==> config.mk <==
export PLATFORM = sky130hd
export DESIGN_NAME = acc_rule_check
export DESIGN_NICKNAME = d
export VERILOG_FILES = /design/src/rtl/acc_pkg.sv /design/src/rtl/acc_rule_check.sv
export SDC_FILE = /design/constraint.sdc
export NUM_CORES = 1
export LEC_CHECK = 0
export BUFFER_PORTS_ARGS = -buffer_cell sky130_fd_sc_hd__buf_2
export CAP_MARGIN = 20
export CORE_AREA = 5 5 42 44
export DETAILED_ROUTE_END_ITERATION = 8
export DIE_AREA = 0 0 47 49
export GPL_ROUTABILITY_DRIVEN = 0
export MAX_ROUTING_LAYER = met4
export SYNTH_ARGS = -nofsm -noshare
export SYNTH_HDL_FRONTEND = slang
export SYNTH_SLANG_ARGS = --single-unit
==> constraint.sdc <==
create_clock -name vclk -period 1.4
set_clock_uncertainty 0.05 [all_clocks]
set_input_delay 0.21 -clock vclk [all_inputs]
set_output_delay 0.21 -clock vclk [all_outputs]
set_load 0.05 [all_outputs]
==> src/rtl/acc_pkg.sv <==
package acc_pkg;

    typedef enum logic [2:0] {
        RG_CTRL  = 3'd0,
        RG_MBUF  = 3'd1,
        RG_SPARE = 3'd2,
        RG_IMASK = 3'd3,
        RG_RSVD  = 3'd4
    } region_e;

    typedef enum logic [2:0] {
        ZN_CTRL,
        ZN_SMB,
        ZN_MBUF,
        ZN_GAP,
        ZN_IMASK,
        ZN_TOP,
        ZN_MISAL
    } zone_e;

    typedef struct packed {
        logic    valid;
        logic    err;
        region_e region;
    } rsp_s;

endpackage

==> src/rtl/acc_rule_check.sv <==
module acc_rule_check
    import acc_pkg::*;
#(
    parameter int          NUM_MB  = 64,
    parameter int          IDX_W   = 7,
    parameter int          MAXI_W  = 6,
    parameter logic [23:0] SUP_MAP = 24'h00FF0F
) (
    input  zone_e             zone_i,
    input  logic [IDX_W-1:0]  idx_i,
    input  logic [MAXI_W-1:0] max_idx_i,
    input  logic              user_i,
    input  logic              freeze_i,
    input  logic              mask_en_i,
    output region_e           region_o,
    output logic              err_o
);
    localparam int CTRL_WORDS = 24;

    logic [CTRL_WORDS-1:0] sup_word;
    logic                  sup_hit;
    logic [31:0]           last_w;
    logic                  active;
    logic                  mask_ok;

    for (genvar w = 0; w < CTRL_WORDS; w++) begin : g_sup
        assign sup_word[w] = SUP_MAP[w] && (idx_i == IDX_W'(w));
    end

    assign sup_hit = |sup_word;
    assign last_w  = (32'(max_idx_i) >= 32'(NUM_MB)) ? 32'(NUM_MB - 1) : 32'(max_idx_i);
    assign active  = 32'(idx_i) <= last_w;
    assign mask_ok = freeze_i && mask_en_i;

    always_comb begin
        region_o = RG_RSVD;
        err_o    = 1'b1;
        unique case (zone_i)
            ZN_CTRL: begin
                region_o = RG_CTRL;
                err_o    = user_i && sup_hit;
            end
            ZN_MBUF: begin
                region_o = active ? RG_MBUF : RG_SPARE;
                err_o    = 1'b0;
            end
            ZN_IMASK: begin
                region_o = active ? RG_IMASK : RG_SPARE;
                err_o    = !mask_ok;
            end
            default: begin
                region_o = RG_RSVD;
                err_o    = 1'b1;
            end
        endcase
    end
endmodule

After elaboration in Yosys (flattened, before gate mapping)
Index checks and enable logic that the tools add are counted.

Register bits after elaboration: 0.

Order comparisons: 1. Eq/ne operators: 13. Multiplexer cells: 4. Reductions and logical operators: 6.

Operators with widths (number): $eq 7x4->1 const B (8); $eq 7x2->1 const B (2); $reduce_or 12->1 (1); $pmux 3 s3 (1); $eq 7x1->1 const B (1); $le 7x6->1 (1); $logic_not 7->1 (1); $eq 3x2->1 const B (1); $eq 3x3->1 const B (1); $logic_not 3->1 (1); $pmux 1 s3 (1); $logic_and 1x1->1 (2); $mux 2 (1); $logic_not 1->1 (1); $mux 1 (1).

Logic depth before layout (Yosys ltp)
Gate-level depths: netlist of the first run.

Depth in word-level cells: 4. Mapped depth: 5. Depth with buffers taken out: 5.

Worst setup path before layout of the first run
OpenSTA, ideal clock, no wires.

Kind: input -> output. Start: in zone_i[1]. End: out err_o. Data arrival time: 1.991 ns. Required time: 1.140 ns. Path slack: -0.851 ns. Cell stages on the path: 2. Cells stage by stage: or4_1 > o311ai_1.

Cells in the longest elaborated chain, start to end: 2.

RTL lines: start, declared (line acc_rule_check.sv:9) `input zone_e zone_i,`; $eq 3x3->1 (tied with other cells) (line acc_rule_check.sv:38) `unique case (zone_i)`; $pmux 1 s3 (*) (line acc_rule_check.sv:38); end, declared (line acc_rule_check.sv:16) `output logic err_o`.

Mark *: on every way between the ends. The rest lies on a longest branch, timed or not.

Worst setup path in the final report of the first run
Start: in max_idx_i[4]. End: out region_o[1].

Cells in the longest elaborated chain, start to end: 3.

RTL lines: start, declared (line acc_rule_check.sv:11) `input logic [MAXI_W-1:0] max_idx_i,`; $le 7x6->1 (line acc_rule_check.sv:32) `assign active = 32'(idx_i) <= last_w;`; $mux 2 (line acc_rule_check.sv:44) `region_o = active ? RG_MBUF : RG_SPARE;`; $pmux 3 s3 (line acc_rule_check.sv:38); end, declared (line acc_rule_check.sv:15) `output region_e region_o,`.

Every way passes these cells.

==> out/qor.csv, run 1 <==
stage,metric,value,unit
run_status,outcome,finished with violations,
run_status,failing checks,setup timing,
floorplan,IO Pins,23,
pwr,Pwr Density,319.5,nW/um^2
finish,Multi-input gate area,307.8,um^2
pwr,Sw Share,0.4997,
timing,max-slew violations,0,
critical_path,Crit Path Max Fanout,3,
yosys,Synth area leaders,"ha_1 30%, inv_1 12%, nor4b_1 7.0%",
finish,Seq. cell area,0,um^2
yosys,Cell variety after synth,18,
finish,fin nets,92,
floorplan,area of the die,2303,um^2
pwr,Logic pwr share,1.000,
critical_path,critical-path cell list,"buf_8, inv_12, ha_4, nand4b_1, o311ai_2, a31oi_4, buf_4",
yosys,"area leader, netlist",ha_1,
floorplan,Core Rows,14,
pwr,sw power,95.10,uW
detailed_routing,via count,360,
global_routing,largest net degree at the start of global routing,5,
floorplan,Chip Height,49,um
finish,Final Cell Area,595.6,um^2
yosys,syn_area_per_cell,6.951,um^2
place,dpl cell area,535.5,um^2
finish,clock buffers,0,
global_routing,global-route wire length before repair,1366,um
finish,Area growth syn-to-layout,138.0,%
pwr,power share of the clock group,0,
detailed_routing,first drt pass iteration count,1,
detailed_routing,WL final,847,um
critical_path,crit end category,output port,
critical_path,CP max stage delay,0.39,ns
hold_path,worst hold-check path type,in2out,
hold_path,Hold Path Cell Cnt,4,
timing,max_slew headroom,0.7654,
timing,post-layout min period,1.641,ns
yosys,synthesized instance count,36,
flow_run,max cap viols,0,
clocking,Setup Buffers After CTS,0,
global_routing,number of global-route vias before repair,340,
finish,seq_cells,0,
pwr,maximum VDD drop,0.1438,mV
timing,Hold Fails Final Rpt,0,
yosys,Post-Syn Area,250.2,um^2
floorplan,core area,1401,um^2
critical_path,kind of critical path,in2out,
yosys,"Seq/Total Area, Yosys",0,
floorplan,Initial Util,0.1786,
yosys,warnings from Yosys,0,
detailed_routing,number of DRC markers in iteration 0,0,
critical_path,startpoint class of the critical path,input port,
hold_path,HP Start,idx_i[5],
pwr,Leak,0.2818,nW
critical_path,Worst EP arrival,1.38,ns
global_routing,All-Layer GR Usage,0.07554,
yosys,Mapped Nets,61,
critical_path,"Slowest-stage cell, CP",o311ai_2,
yosys,Yosys top cell area share,0.3000,
detailed_routing,Final ANT Viol Nets,0,
hold_path,Worst Hold End,err_o,
finish,ANT cells,0,
finish,Filler cells,150,
timing,Hold WS,0.8139,ns
timing,setup slack after layout,-0.2411,ns
detailed_routing,# DRC,0,
floorplan,Die W,47,um
detailed_routing,Vias/cell,4.444,
timing,Final period util,1.172,
place,Port-buffer cells,23,
global_routing,remaining global-route overflow,0,
timing,Slew @ Worst Pin,0.3482,ns
timing,endpoints failing setup,3,
timing,RSZ-0062 raised after global routing,yes,
timing,Max Fclk,609.4,MHz
global_routing,initial antenna violation count,0,
finish,layout cells sized above 1,0.6308,
critical_path,WP data required,1.14,ns
detailed_routing,DR WL/cell,10.46,um
place,HPWL after DPL,797.3,um
pwr,Flop pwr share,0,
pwr,Pint,95.22,uW
[final cells by class]
class	instances	area share
multi-input combinational	28	0.5168
timing repair buffer	29	0.3697
inverter	8	0.07983
tap	16	0.03361
[cell usage after synthesis, types with 2 or more instances]
master,n
nor4b_1,2
ha_1,6
a21o_1,2
nand2_1,4
inv_1,8
o21ai_0,2
[how the worst max path moves through the flow]
stage                   to          from  slack (ns)  cells past startpoint
3_5_place_dp   region_o[1]  max_idx_i[4]       -0.38                      7
2_1_floorplan        err_o     zone_i[1]       -0.19                      2
4_1_cts        region_o[1]  max_idx_i[4]       -0.25                      7
3_3_place_gp   region_o[0]  max_idx_i[4]       -0.36                      7
5_1_grt        region_o[1]  max_idx_i[4]       -0.29                      7
6_report       region_o[1]  max_idx_i[4]       -0.24                      7
[worst max-delay path: cells and delay by family]
family	cells	cell delay, ns
buf+inv	3	0.32
simple gates	1	0.17
compound gates	2	0.43
fa+ha+maj	1	0.25
[stage by stage]
step | power, mW | util | std cells | TNS (ns) | setup WS, ns
final | 0.1903 | 0.4250 | 81 | -0.6509 | -0.2411
after CTS | 0.1928 | 0.4250 | 81 | -0.6714 | -0.2519
after global routing | 0.2072 | 0.4250 | 81 | -0.7652 | -0.2946
after global placement | 0.1709 | 0.3821 | 81 | -1.005 | -0.3587
after floorplan | 0.1006 | - | 36 | -0.3249 | -0.1921
after detailed placement | 0.1728 | 0.3821 | 81 | -1.047 | -0.3783
[metal layers]
| metal | vias to the layer above | routed length, um | share of wire | track usage |
|---|---|---|---|---|
| li1 | 191 | - | - | - |
| met1 | 156 | 336 | 0.40 | 0.1043 |
| met2 | 13 | 441 | 0.52 | 0.1290 |
| met3 | 0 | 69 | 0.081 | 0 |
| met4 | 0 | 0 | 0 | 0 |
| met5 | - | 0 | 0 | - |
[power by group through the flow]
stage               registers, mW  logic [mW]  clock network (mW)
floorplan                       0       0.101                   0
global route                    0       0.207                   0
CTS                             0       0.193                   0
detailed placement              0       0.173                   0
global placement                0       0.171                   0
finish                          0       0.190                   0
[what timing repair did]
action                     4_1_cts  5_1_grt
hold buffers                     0        0
pin swaps                        3        0
setup endpoints to repair        3        3
resized for setup               14        0
[cell families after synthesis]
kind of cell	Yosys count	share of synthesized area
AO/OA/AOI/OAI	9	0.2500
XOR/XNOR	1	0.03501
buffers and inverters	8	0.1200
adder cells (fa/ha/maj)	6	0.3000
AND/OR/NAND/NOR	12	0.2950
[cells in the final DEF (no fill, tap or decap), types with 2 or more instances in the layout]
master / instances
nand2_1: 4
o21ai_0: 2
a21o_1: 2
buf_6: 6
inv_4: 2
buf_2: 14
ha_1: 3
inv_1: 5
ha_4: 3
buf_4: 7
buf_8: 2
Note: power is estimated with default switching activity, not from simulation.
==> run 2, diff against run 1 <==
- CAP_MARGIN: 20 -> 30
- GPL_ROUTABILITY_DRIVEN: 0 -> 1
- RECOVER_POWER: unset -> 50
==> run 2 against run 1 <==
Compared with the run above: the run still ends with setup timing left; sequential cell count is the same; utilization unchanged; critical path depth unchanged; cell count is the same; via count unchanged; worst setup slack stayed put; sequential share of layout area unchanged; critical path type unchanged; largest cell class unchanged; highest routed layer unchanged.
==> out/qor.csv, run 2 (synthesis results as in run 1) <==
stage,metric,value,unit,change
pwr,Leak,0.2823,nW,was 0.2818 nW
timing,Slew @ Worst Pin,0.3482,ns,unchanged
critical_path,Crit Path Max Fanout,3,,unchanged
global_routing,largest net degree at the start of global routing,5,,unchanged
run_status,failing checks,setup timing,,unchanged
finish,layout cells sized above 1,0.6308,,unchanged
place,RD Place Congestion,0.6911,,
timing,setup slack after layout,-0.2411,ns,unchanged
timing,max-slew violations,0,,unchanged
finish,Seq. cell area,0,um^2,unchanged
floorplan,core area,1401,um^2,unchanged
critical_path,WP data required,1.14,ns,about the same
detailed_routing,WL final,847,um,unchanged
global_routing,initial antenna violation count,0,,unchanged
place,placed cells,81,,unchanged
flow_run,max cap viols,0,,unchanged
run_status,outcome,finished with violations,,unchanged
timing,Max Fclk,609.4,MHz,unchanged
timing,post-layout min period,1.641,ns,unchanged
critical_path,Worst EP arrival,1.38,ns,about the same
timing,endpoints failing setup,3,,unchanged
detailed_routing,first drt pass iteration count,1,,unchanged
detailed_routing,DR WL/cell,10.46,um,unchanged
critical_path,kind of critical path,in2out,,unchanged
global_routing,number of global-route vias before repair,340,,unchanged
timing,RSZ-0062 raised after global routing,yes,,unchanged
detailed_routing,via count,360,,unchanged
floorplan,Die W,47,um,unchanged
global_routing,All-Layer GR Usage,0.07554,,unchanged
floorplan,area of the die,2303,um^2,unchanged
finish,most frequent cells in the layout,"13 x buf_2, 7 x buf_4, 6 x buf_6",,"was 14 x buf_2, 7 x buf_4, 6 x buf_6"
finish,clock buffers,0,,unchanged
place,HPWL after DPL,797.3,um,unchanged
finish,Area growth syn-to-layout,138.0,%,unchanged
finish,Multi-input gate area,307.8,um^2,unchanged
hold_path,worst hold-check path type,in2out,,unchanged
floorplan,Core Rows,14,,unchanged
floorplan,Initial Util,0.1786,,unchanged
pwr,Pwr Density,319.5,nW/um^2,about the same
critical_path,startpoint class of the critical path,input port,,unchanged
pwr,maximum VDD drop,0.1440,mV,was 0.1438 mV
floorplan,IO Pins,23,,unchanged
finish,ANT cells,0,,unchanged
detailed_routing,Vias/cell,4.444,,unchanged
floorplan,Chip Height,49,um,unchanged
timing,max_slew headroom,0.7654,,unchanged
finish,seq_cells,0,,unchanged
critical_path,crit end category,output port,,unchanged
detailed_routing,number of DRC markers in iteration 0,0,,unchanged
global_routing,global-route wire length before repair,1366,um,unchanged
place,Port-buffer cells,23,,unchanged
finish,fin nets,92,,unchanged
timing,Final period util,1.172,,unchanged
finish,"most common cell after layout, fill and taps aside",buf_2,,unchanged
detailed_routing,# DRC,0,,unchanged
global_routing,remaining global-route overflow,0,,unchanged
detailed_routing,Final ANT Viol Nets,0,,unchanged
finish,fin cells,81,,unchanged
finish,Final Cell Area,595.6,um^2,unchanged
finish,final core occ,0.4250,,unchanged
place,dpl cell area,535.5,um^2,unchanged
clocking,"Hold-fix buffers, CTS",0,,unchanged
timing,Hold Fails Final Rpt,0,,unchanged
finish,Filler cells,150,,unchanged
==> run 2: cell types whose count changed in the layout (fill, tap and decap cells not counted), sizes merged <==
cell,previous run,this run
buf,29,28
clkbuf,0,1
==> run 2: final cells by class <==
cell class,count,share of cell area
Timing Repair Buffer,29,0.3697
Multi-Input combinational cell,28,0.5168
Inverter,8,0.07983
Tap cell,16,0.03361
==> run 2: routing by layer <==
metal / global-route usage / vias up / wire length (um)
li1: - / 191 / -
met1: 0.1043 / 156 / 336
met2: 0.1290 / 13 / 441
met3: 0 / 0 / 69
met4: 0 / 0 / 0
met5: - / - / 0
==> run 2: through the flow <==
stage          total power [mW]  hold WS, ns  setup slack (ns)  TNS (ns)
2_1_floorplan            0.1006       0.5553           -0.1921   -0.3249
3_3_place_gp             0.1709       0.8848           -0.3587    -1.005
3_5_place_dp             0.1728       0.8811           -0.3783    -1.047
4_1_cts                  0.1928       0.8186           -0.2519   -0.6714
5_1_grt                  0.2072       0.8260           -0.2946   -0.7652
6_report                 0.1903       0.8139           -0.2411   -0.6509
==> run 2: worst paths after layout <==
kind	startpoint	to	slack (ns)	depth (start not counted)
worst min-delay path	idx_i[5]	err_o	0.81	4
worst max-delay path	max_idx_i[4]	region_o[1]	-0.24	7
==> run 2: power by group <==
group	total (mW)	switching, mW	internal (mW)
registers	0	0	0
logic	0.190	0.0952	0.0952
clock network	0	0	0
total	0.190	0.0952	0.0952
==> run 2: what timing repair did <==
action / CTS / global route
pin swaps: 3 / 0
gates resized for setup: 14 / 0
gates cloned: 0 / 0
setup endpoints to repair: 3 / 3
setup buffers: 0 / 0
==> run 2: critical path, stage by stage <==
cell and delay [ns]:
buf_8 0.09, inv_12 0.03, ha_4 0.25, nand4b_1 0.17
o311ai_2 0.39, a31oi_4 0.04, buf_4 0.20
==> run 3, diff against run 2 <==
- CELL_PAD_IN_SITES_DETAIL_PLACEMENT: unset -> 0
- CELL_PAD_IN_SITES_GLOBAL_PLACEMENT: unset -> 1
- PLACE_DENSITY_LB_ADDON: unset -> 0.1
==> run 3 against run 2 <==
Compared with the run above: the run still ends with setup timing left; cell count increased by 3.7%; non-clock buffer count is 3 higher; combinational power increased by 6%; utilization increased by 2.2 points; routed wire length rose by 0.83%.
==> out/qor.csv, run 3 (synthesis results as in run 1) <==
stage,metric,value,unit,change
floorplan,IO Pins,23,,unchanged
finish,"most common cell after layout, fill and taps aside",buf_2,,unchanged
critical_path,worst path bufs/invs,3,,unchanged
place,RD Place Congestion,0.7184,,was 0.6911
timing,Hold WS,0.8155,ns,was 0.8139 ns
global_routing,initial antenna violation count,0,,unchanged
detailed_routing,WL final,854,um,was 847 um
timing,max_slew headroom,0.7619,,was 0.7654
timing,max-slew violations,0,,unchanged
timing,Slew @ Worst Pin,0.3534,ns,was 0.3482 ns
finish,clock buffers,0,,unchanged
timing,post-layout min period,1.601,ns,was 1.641 ns
critical_path,"delay-heaviest family, CP",compound AO/OA/AOI/OAI gates,,unchanged
finish,Filler cells,156,,was 150
hold_path,worst hold-check path type,in2out,,unchanged
floorplan,Die W,47,um,unchanged
global_routing,All-Layer GR Usage,0.07842,,was 0.07554
critical_path,CP max stage delay,0.24,ns,was 0.39 ns
critical_path,"Slowest-stage cell, CP",ha_4,,was o311ai_2
place,Place WS,-0.3717,ns,was -0.3783 ns
finish,fin cells,84,,was 81
finish,Area growth syn-to-layout,150.5,%,was 138.0%
floorplan,area of the die,2303,um^2,unchanged
timing,Final period util,1.143,,was 1.172
timing,Max Fclk,624.8,MHz,was 609.4 MHz
floorplan,Chip Height,49,um,unchanged
global_routing,remaining global-route overflow,0,,unchanged
place,Port-buffer cells,23,,unchanged
clocking,"Hold-fix buffers, CTS",0,,unchanged
run_status,failing checks,setup timing,,unchanged
global_routing,largest net degree at the start of global routing,5,,unchanged
detailed_routing,via count,366,,was 360
finish,layout cells sized above 1,0.6618,,was 0.6308
detailed_routing,# DRC,0,,unchanged
finish,Multi-input gate area,312.8,um^2,was 307.8 um^2
pwr,Pint,104.1,uW,was 95.16 uW
pwr,Leak,0.2994,nW,was 0.2823 nW
timing,setup slack after layout,-0.2006,ns,was -0.2411 ns
floorplan,Initial Util,0.1786,,unchanged
run_status,outcome,finished with violations,,unchanged
global_routing,global-route wire length before repair,1462,um,was 1366 um
detailed_routing,first drt pass iteration count,1,,unchanged
critical_path,Crit Path Max Fanout,3,,unchanged
critical_path,crit end category,output port,,unchanged
place,placed cells,84,,was 81
finish,Seq. cell area,0,um^2,unchanged
finish,ANT cells,0,,unchanged
floorplan,Core Rows,14,,unchanged
timing,RSZ-0062 raised after global routing,yes,,unchanged
timing,Hold Fails Final Rpt,0,,unchanged
critical_path,WP data required,1.14,ns,about the same
global_routing,number of global-route vias before repair,363,,was 340
clocking,Setup Buffers After CTS,0,,unchanged
detailed_routing,Final ANT Viol Nets,0,,unchanged
timing,Setup TNS Final,-0.5401,ns,was -0.6509 ns
pwr,maximum VDD drop,0.1280,mV,was 0.1440 mV
pwr,Logic pwr share,1.000,,about the same
finish,seq_cells,0,,unchanged
detailed_routing,DR WL/cell,10.17,um,was 10.46 um
floorplan,core area,1401,um^2,unchanged
critical_path,startpoint class of the critical path,input port,,unchanged
detailed_routing,Vias/cell,4.357,,was 4.444
finish,fin nets,95,,was 92
pwr,Sw Share,0.4832,,was 0.5000
pwr,sw power,97.36,uW,was 95.16 uW
detailed_routing,number of DRC markers in iteration 0,0,,unchanged
pwr,power share of the clock group,0,,about the same
timing,endpoints failing setup,3,,unchanged
finish,most frequent cells in the layout,"13 x buf_2, 9 x buf_4, 7 x buf_6",,"was 13 x buf_2, 7 x buf_4, 6 x buf_6"
flow_run,max cap viols,0,,unchanged
pwr,Pwr Density,321.4,nW/um^2,was 319.5 nW/um^2
pwr,Flop pwr share,0,,about the same
critical_path,kind of critical path,in2out,,unchanged
critical_path,critical-path cell list,"buf_8, inv_12, ha_4, nand4b_1, a21o_1, a31o_2, buf_6",,"was buf_8, inv_12, ha_4, nand4b_1, o311ai_2, a31oi_4, buf_4"
critical_path,Worst EP arrival,1.34,ns,was 1.38 ns
place,HPWL after DPL,807.7,um,was 797.3 um
run 3: cell count changes in the layout (fill, tap and decap cells not counted):
cell	change
nand3_1	-1
buf_6	+1
nand3_2	+1
buf_4	+2
run 3: cell type report:
cell class | instances | area share
inverter | 8 | 0.07585
multi-input combinational | 28 | 0.4990
tap | 16 | 0.03194
timing repair buffer | 32 | 0.3932
run 3: final timing paths:
check                        start           to  depth (start not counted)
worst min-delay path      idx_i[5]        err_o                          4
worst max-delay path  max_idx_i[4]  region_o[0]                          7
run 3: power groups by stage:
| stage | clock network (mW) | logic, mW | registers (mW) |
|---|---|---|---|
| after floorplan | 0 | 0.101 | 0 |
| after global placement | 0 | 0.181 | 0 |
| after detailed placement | 0 | 0.181 | 0 |
| after CTS | 0 | 0.205 | 0 |
| after global routing | 0 | 0.221 | 0 |
| final | 0 | 0.201 | 0 |
run 3: metal layers:
layer / share of wire / GRT usage
met3: 0.090 / 0.007380
met1: 0.42 / 0.1087
met2: 0.49 / 0.1290
met5: 0 / -
met4: 0 / 0
run 3: what timing repair did:
| item | in CTS | in global routing |
|---|---|---|
| pin swaps | 4 | 1 |
| endpoints found under the setup margin | 3 | 3 |
| gates resized for setup | 17 | 0 |
run 3: metrics by stage:
| stage | cell area, um^2 | total power, mW | utilization |
|---|---|---|---|
| after floorplan | 355.3 | 0.1006 | - |
| after global placement | 558.0 | 0.1815 | 0.3982 |
| after detailed placement | 558.0 | 0.1811 | 0.3982 |
| after CTS | 626.9 | 0.2053 | 0.4473 |
| after global routing | 626.9 | 0.2207 | 0.4473 |
| final | 626.9 | 0.2015 | 0.4473 |
